File: config.mk
export PLATFORM = sky130hd
export DESIGN_NAME = transition_detector
export DESIGN_NICKNAME = d
export VERILOG_FILES = /design/src/rtl/chg_pkg.sv /design/src/rtl/td_moore_core.sv /design/src/rtl/td_mealy_core.sv /design/src/rtl/transition_detector.sv
export SDC_FILE = /design/constraint.sdc
export NUM_CORES = 1
export LEC_CHECK = 0
export BUFFER_PORTS_ARGS = -buffer_cell sky130_fd_sc_hd__clkbuf_2
export CAP_MARGIN = 5
export CELL_PAD_IN_SITES_DETAIL_PLACEMENT = 0
export CELL_PAD_IN_SITES_GLOBAL_PLACEMENT = 1
export CORE_AREA = 2 2 39 41
export CTS_BUF_LIST = sky130_fd_sc_hd__clkbuf_8
export DETAILED_ROUTE_END_ITERATION = 10
export DIE_AREA = 0 0 41 43
export PLACE_DENSITY = 0.3
export SYNTH_ARGS = -nofsm -noshare
export SYNTH_HDL_FRONTEND = slang
export SYNTH_SLANG_ARGS = --single-unit
export TNS_END_PERCENT = 100
File: constraint.sdc
create_clock -name clk -period 1 [get_ports clk]
set_input_delay 0.15 -clock clk [delete_from_list [all_inputs] [get_ports clk]]
set_output_delay 0.15 -clock clk [all_outputs]
set_load 0.02 [all_outputs]
File: src/rtl/chg_pkg.sv
package chg_pkg;

    localparam int MOORE_SW = 3;
    localparam int MEALY_SW = 2;

    typedef enum logic [MOORE_SW-1:0] {
        MO_IDLE = 3'd0,
        MO_LOW  = 3'd1,
        MO_HIGH = 3'd2,
        MO_RISE = 3'd3,
        MO_FALL = 3'd4
    } moore_st_e;

    typedef enum logic [MEALY_SW-1:0] {
        ME_IDLE = 2'd0,
        ME_LOW  = 2'd1,
        ME_HIGH = 2'd2
    } mealy_st_e;

    typedef struct packed {
        moore_st_e st;
    } moore_nxt_t;

    typedef struct packed {
        mealy_st_e st;
        logic      hit;
    } mealy_nxt_t;

endpackage

File: src/rtl/td_moore_core.sv
module td_moore_core
    import chg_pkg::*;
(
    input  logic clk,
    input  logic rst,
    input  logic din,
    output logic dout
);

    moore_nxt_t nxt_d;
    moore_st_e  st_q;

    always_comb begin
        nxt_d = '{st: MO_IDLE};
        case (st_q)
            MO_IDLE: nxt_d.st = din ? MO_HIGH : MO_LOW;
            MO_LOW:  nxt_d.st = din ? MO_RISE : MO_LOW;
            MO_HIGH: nxt_d.st = din ? MO_HIGH : MO_FALL;
            MO_RISE: nxt_d.st = din ? MO_HIGH : MO_FALL;
            MO_FALL: nxt_d.st = din ? MO_RISE : MO_LOW;
            default: nxt_d.st = MO_IDLE;
        endcase
    end

    always_ff @(posedge clk) begin
        if (rst) begin
            st_q <= MO_IDLE;
        end else begin
            st_q <= nxt_d.st;
        end
    end

    assign dout = !rst && ((st_q == MO_RISE) || (st_q == MO_FALL));


    moore_xor_chk: assert property (@(posedge clk) disable iff (rst)
        (!$past(rst, 1) && !$past(rst, 2)) |-> (dout == ($past(din, 1) ^ $past(din, 2))));


    moore_first_chk: assert property (@(posedge clk) disable iff (rst)
        ($past(rst, 2) && !$past(rst, 1)) |-> !dout);

endmodule

File: src/rtl/td_mealy_core.sv
module td_mealy_core
    import chg_pkg::*;
(
    input  logic clk,
    input  logic rst,
    input  logic din,
    output logic dout
);

    mealy_nxt_t nxt_d;
    mealy_st_e  st_q;

    always_comb begin
        nxt_d = '{st: ME_IDLE, hit: 1'b0};
        case (st_q)
            ME_IDLE: begin
                nxt_d.st  = din ? ME_HIGH : ME_LOW;
                nxt_d.hit = 1'b0;
            end
            ME_LOW: begin
                nxt_d.st  = din ? ME_HIGH : ME_LOW;
                nxt_d.hit = din;
            end
            ME_HIGH: begin
                nxt_d.st  = din ? ME_HIGH : ME_LOW;
                nxt_d.hit = !din;
            end
            default: begin
                nxt_d.st  = ME_IDLE;
                nxt_d.hit = 1'b0;
            end
        endcase
    end

    always_ff @(posedge clk) begin
        if (rst) begin
            st_q <= ME_IDLE;
        end else begin
            st_q <= nxt_d.st;
        end
    end

    assign dout = !rst && nxt_d.hit;


    mealy_xor_chk: assert property (@(posedge clk) disable iff (rst)
        !$past(rst) |-> (dout == ($past(din) ^ din)));


    mealy_first_chk: assert property (@(posedge clk) disable iff (rst)
        $past(rst) |-> !dout);

endmodule

File: src/rtl/transition_detector.sv
module transition_detector #(
    parameter int VARIANT = 0
) (
    input  logic clk,
    input  logic rst,
    input  logic din,
    output logic dout
);

    generate
        if (VARIANT == 0) begin : g_moore
            td_moore_core u_core (
                .clk  (clk),
                .rst  (rst),
                .din  (din),
                .dout (dout)
            );
        end else begin : g_mealy
            td_mealy_core u_core (
                .clk  (clk),
                .rst  (rst),
                .din  (din),
                .dout (dout)
            );
        end
    endgenerate


    reset_quiet_chk: assert property (@(posedge clk) disable iff (rst)
        $past(rst) |-> !dout);

endmodule

Word level (Yosys, flattened, before mapping)
Index checks and enable logic that the tools add are counted.

storage, ports and cells
  output and inout port bits = 1
  flip-flop bits (word level) = 3
  input bits = 3
  logic and storage cells = 15

cells by class
  equal/unequal tests = 4
  reduce and logical (&&, ||, !) cells = 6
  mux-type cells = 4

operators with widths
  cell                                                             count
  3-bit one-hot mux with 3 select lines                            1
  3-bit by 2-bit == test with 1-bit output, second input constant  2
  2-bit two-way mux                                                2
  2-bit OR reduction                                               2
  3-bit by 1-bit == test with 1-bit output, second input constant  1
  3-bit == test, second input constant                             1
  3-bit zero test                                                  1
  3-bit two-way mux                                                1
  1-bit logical AND                                                1
  1-bit zero test                                                  1
  1-bit logical OR                                                 1

Longest topological paths before layout
  depth after elaboration = 3
  gate-level depth with buffers = 2
  gate-level depth less buffers = 2

Least setup slack after synthesis
No wires, ideal clock.

  path type = reg-to-output
  start point = reg g_moore.u_core.st_q[2]
  end point = out dout
  path buffers = 0
  arrival time = 1.053 ns
  setup slack = -0.203 ns
  stages on the path, launching flop included = 3
  data required time = 0.850 ns
  path through = dfxtp_1 or3b_1 a21oi_1

between the ends
  longest elaborated chain between the ends = 3
  elaborated cells on any way between the ends = 4
  classes of those cells = eq/ne: 2; reduce/logical: 2

ends and longest elaborated chain
  what                                                                       RTL line                  source
  from (decl)                                                                td_moore_core.sv:11       moore_st_e st_q;
  from (signal assigned)                                                     td_moore_core.sv:29       st_q <= nxt_d.st;
  3-bit by 2-bit == test with 1-bit output or 3-bit == test (tied branches)  td_moore_core.sv:33       assign dout = !rst && ((st_q == MO_RISE) || (st_q == MO_FALL));
  1-bit logical OR (*)                                                       td_moore_core.sv:33
  1-bit logical AND (*)                                                      td_moore_core.sv:33
  to (decl)                                                                  transition_detector.sv:7  output logic dout

Every way passes the cells marked *; elsewhere a longest branch is shown, timed or not.

Worst setup path after layout
  start point = reg g_moore.u_core.st_q[0]
  end point = out dout

The elaborated chain is that of the path after synthesis.

==> results summary <==
In this run the static leakage power is 0.101 nW. Registers are responsible for about a quarter of the overall power. The final weighted congestion in routability-driven placement came out at around 0.67. The data arrival at the endpoint of the critical path is 1.18 ns. The worst IR drop on VDD is roughly 0.43 mV. The area growth from synthesis to final layout came out at 108%.

The maximum single-stage delay on the critical path came out at 0.40 ns. The critical path crosses 3 cells after its start point. The number of instances in the synthesized netlist came out at 11.

The min-delay analysis places its worst path in the category primary input to flop. The number of distinct library cell variants in the gate-level netlist after synthesis came out at 9. The detailed-route wire length on metal 1 is 167 um. The uppermost signal routing layer after detailed routing is met3.

The simple logic cell fraction of the synthesized area is roughly 34%. The adder-cell share of the synthesized area came out at 0%. Once detail routing completed, the nets flagged for antenna violations numbered 0. Summing the areas of all compound-gate instances in the mapped netlist gives 15.6% of the synthesized area. The number of antenna cells inserted came out at 0. The portion of the post-synthesis area used by sequential elements is 50.0%. The clock-pin slew on the worst setup and hold paths came out at 0.03 ns.

The total power per unit cell area came out at 2050 nW/um2. Counting both buffers and inverters, the worst setup path holds a total of 1. The cell area after synthesis is 120 um2. The number of placement rows is 14. In this run the horizontal extent of the chip is 41 um. The starting density of the core came out at 8.68%. The post-synthesis register bit count is 3. After routing, the total negative slack on setup checks comes to -0.331 ns. The total non-filler cell area in the finished layout came out at 250 um2. Detailed routing placed a total of 15 um of wire on met3. The count of warnings emitted by yosys came out at 0. Setup repair after global routing could not meet its margin everywhere. Of the total power, the share spent switching nets is 19.8%. The startpoint kind of the worst setup timing path is a flop. By area the synthesized netlist is led by dfxtp_1 50%, a2111oi_0 7.3%, and3b_1 7.3%. The pin count of the biggest net entering global routing came out at 6. The count of clock tree sinks is 3. The tree is rooted in a clkbuf_8. Among all stages on the critical path, the largest delay is contributed by or3b_4. The checks that failed: setup timing. The CTS tree is built. The cell type with the highest aggregate area in the netlist is dfxtp_1. Dividing the detail-routed wire length by the instance count gives 9.73 um. The number of maximum-capacitance violations came out at 0. The total grt overflow came out at 0. The number of pins exceeding their max-slew limit in the final report is 0. The total number of vias came out at 121. The post-route DRC violation count came out at 0.

The largest clock skew in the final design is 0.00114 ns. Walking the worst path, the cells encountered are or3b_4 > a21oi_4 > buf_8. The routed design has 360 um of wire. The multiplexer share of the synthesized area came out at 0%.

The number of H-tree levels is 1. The latest clock arrival within the worst-skew pair came out at 0.21 ns. The share of the clock period used by the worst path is 133%. The worst hold path depth came out at 2. Per report_power, the combinational group accounts for 8.1% of the total. The slew at the pin closest to its max-slew limit came out at 0.322 ns. The y dimension of the die is 43 um. The number of flip-flops under the largest register name came out at 3. The global-route usage over all layers came out at 5.51%.

By startpoint and endpoint, the worst setup path is classified as flop to output port. The final core utilization is 18.1%. STA classifies the critical path endpoint as an output port.

The maximum root-to-sink buffer count came out at 2. The number of global-route vias before repair was 130. The final number of hold-violating endpoints came out at 0. The count of pins on the block boundary came out at 4. The data required time at the worst endpoint came out at 0.85 ns. Static timing analysis puts the maximum clock frequency at 0.751 GHz. The top cell types in the final layout, fill and taps aside, are 3 x clkbuf_8, 3 x buf_4, 2 x dfxtp_2, 2 x clkbuf_2. The top cell type's share of synthesized area came out at 50.0%. The post-CTS setup-driven buffer insertion count came out at 0. The net count of the finished layout is 25. Counting cells, the worst reg-to-reg path comes to 2. The part of the total power dissipated in the clock network came out at 66.3%. The number of antenna violations at the first check in global routing was 0. The largest registers in the layout are g_moore.u_core.st_q: 3 flops.

The analysis attributes to net switching a power of 102 uW. The total met2 wirelength after detailed routing came out at 177 um. The filler cell count is about 150. The worst max-slew margin expressed relative to the limit came out at 78.5%.

The first global-routing pass estimated approximately 580 um of wire. The synthesized-area fraction occupied by xor and xnor cells came out at 0%. The number of nets produced by synthesis came out at 14.

Final hold analysis gives a worst-case slack of 0.124 ns. The core area came out at around 1400 um2. The number of CTS-inserted buffers came out at 3. The placed instances occupy a cell area of roughly 190 um2.

Dividing the synthesized area by the synthesized cell count gives 10.9 um2. The ratio of routed vias to standard cells is 3.27. By area, the combinational part of the netlist is dominated by simple AND/OR/NAND/NOR gates. The post-route netlist has 61.9% of its cells at a drive strength greater than 1. In this design, the largest share of critical-path delay is due to simple AND/OR/NAND/NOR gates. The run finished, with violations left. The minimum period implied by the final worst setup slack is 1.33 ns.

The number of endpoints failing setup at the final stage is 1. The number of hold-repair buffers added at the cts stage is 0. After the first detailed-routing iteration, the DRC count stood at 1.

The cell-internal power came out at 412 uW. The count of buffers added on input and output ports is 3. Counting flops per register, the top entry is g_moore.u_core.st_q. The area of the die is 1760 um2.

The first-pass detailed-route iteration total came out at 2. Setup slack on the critical path of the routed design comes to -0.331 ns. Of all nets on the critical path, the largest fanout is 2.
==> repair_timing <==
| action | CTS | global route |
|---|---|---|
| endpoints found under the hold margin | 0 | 0 |
| gates resized for setup | 2 | 3 |
| endpoints found under the setup margin | 1 | 2 |
| pin swaps | 2 | 0 |
==> final cells by class <==
class	instances	area [um2]	area share, %
clock buffers	3	41.3	16.5
clock inverters	1	3.75	1.50
well taps	16	20.0	8.00
flip-flops and latches	3	62.6	25.0
repair buffers	6	47.5	19.0
multi-input cells	8	75.1	30.0
==> cells by family after synthesis <==
family	count (synthesis)
simple gates	5
flops	3
compound gates	3
==> Yosys cell counts <==
library cell / instances
or3b_1: 1
nor3b_1: 1
o21ai_0: 1
nand3b_1: 1
a2111oi_0: 1
nor4b_1: 1
a21oi_1: 1
dfxtp_1: 3
and3b_1: 1
==> routing by layer <==
metal  up-vias  global-route usage, %
li1         63                      -
met3         0                   4.71
met2         2                   6.25
met5         -                      0
met4         0                   6.00
met1        56                   5.41
==> worst paths after layout <==
check,start,slack [ns],end
setup / recovery,g_moore.u_core.st_q[0],-0.33,dout
hold / removal,din,0.12,g_moore.u_core.st_q[2]
setup reg to reg,g_moore.u_core.st_q[0],0.04,g_moore.u_core.st_q[0]
hold reg to reg,g_moore.u_core.st_q[2],0.53,g_moore.u_core.st_q[2]
==> power groups by stage <==
stage	combinational, mW	sequential (mW)	clock (mW)
2_1_floorplan	0.0134	0.134	0
3_5_place_dp	0.0361	0.133	0
4_1_cts	0.0382	0.131	0.357
5_1_grt	0.0445	0.132	0.375
3_3_place_gp	0.0370	0.132	0
6_report	0.0415	0.132	0.340
==> metrics by stage <==
step | instances | power, mW | setup slack [ns]
after floorplan | 11 | 0.148 | -0.0778
after global placement | 33 | 0.169 | -0.158
after detailed placement | 33 | 0.169 | -0.162
after CTS | 37 | 0.526 | -0.355
final | 37 | 0.513 | -0.331
after global routing | 37 | 0.551 | -0.375
(Power assumes the default switching activity.)
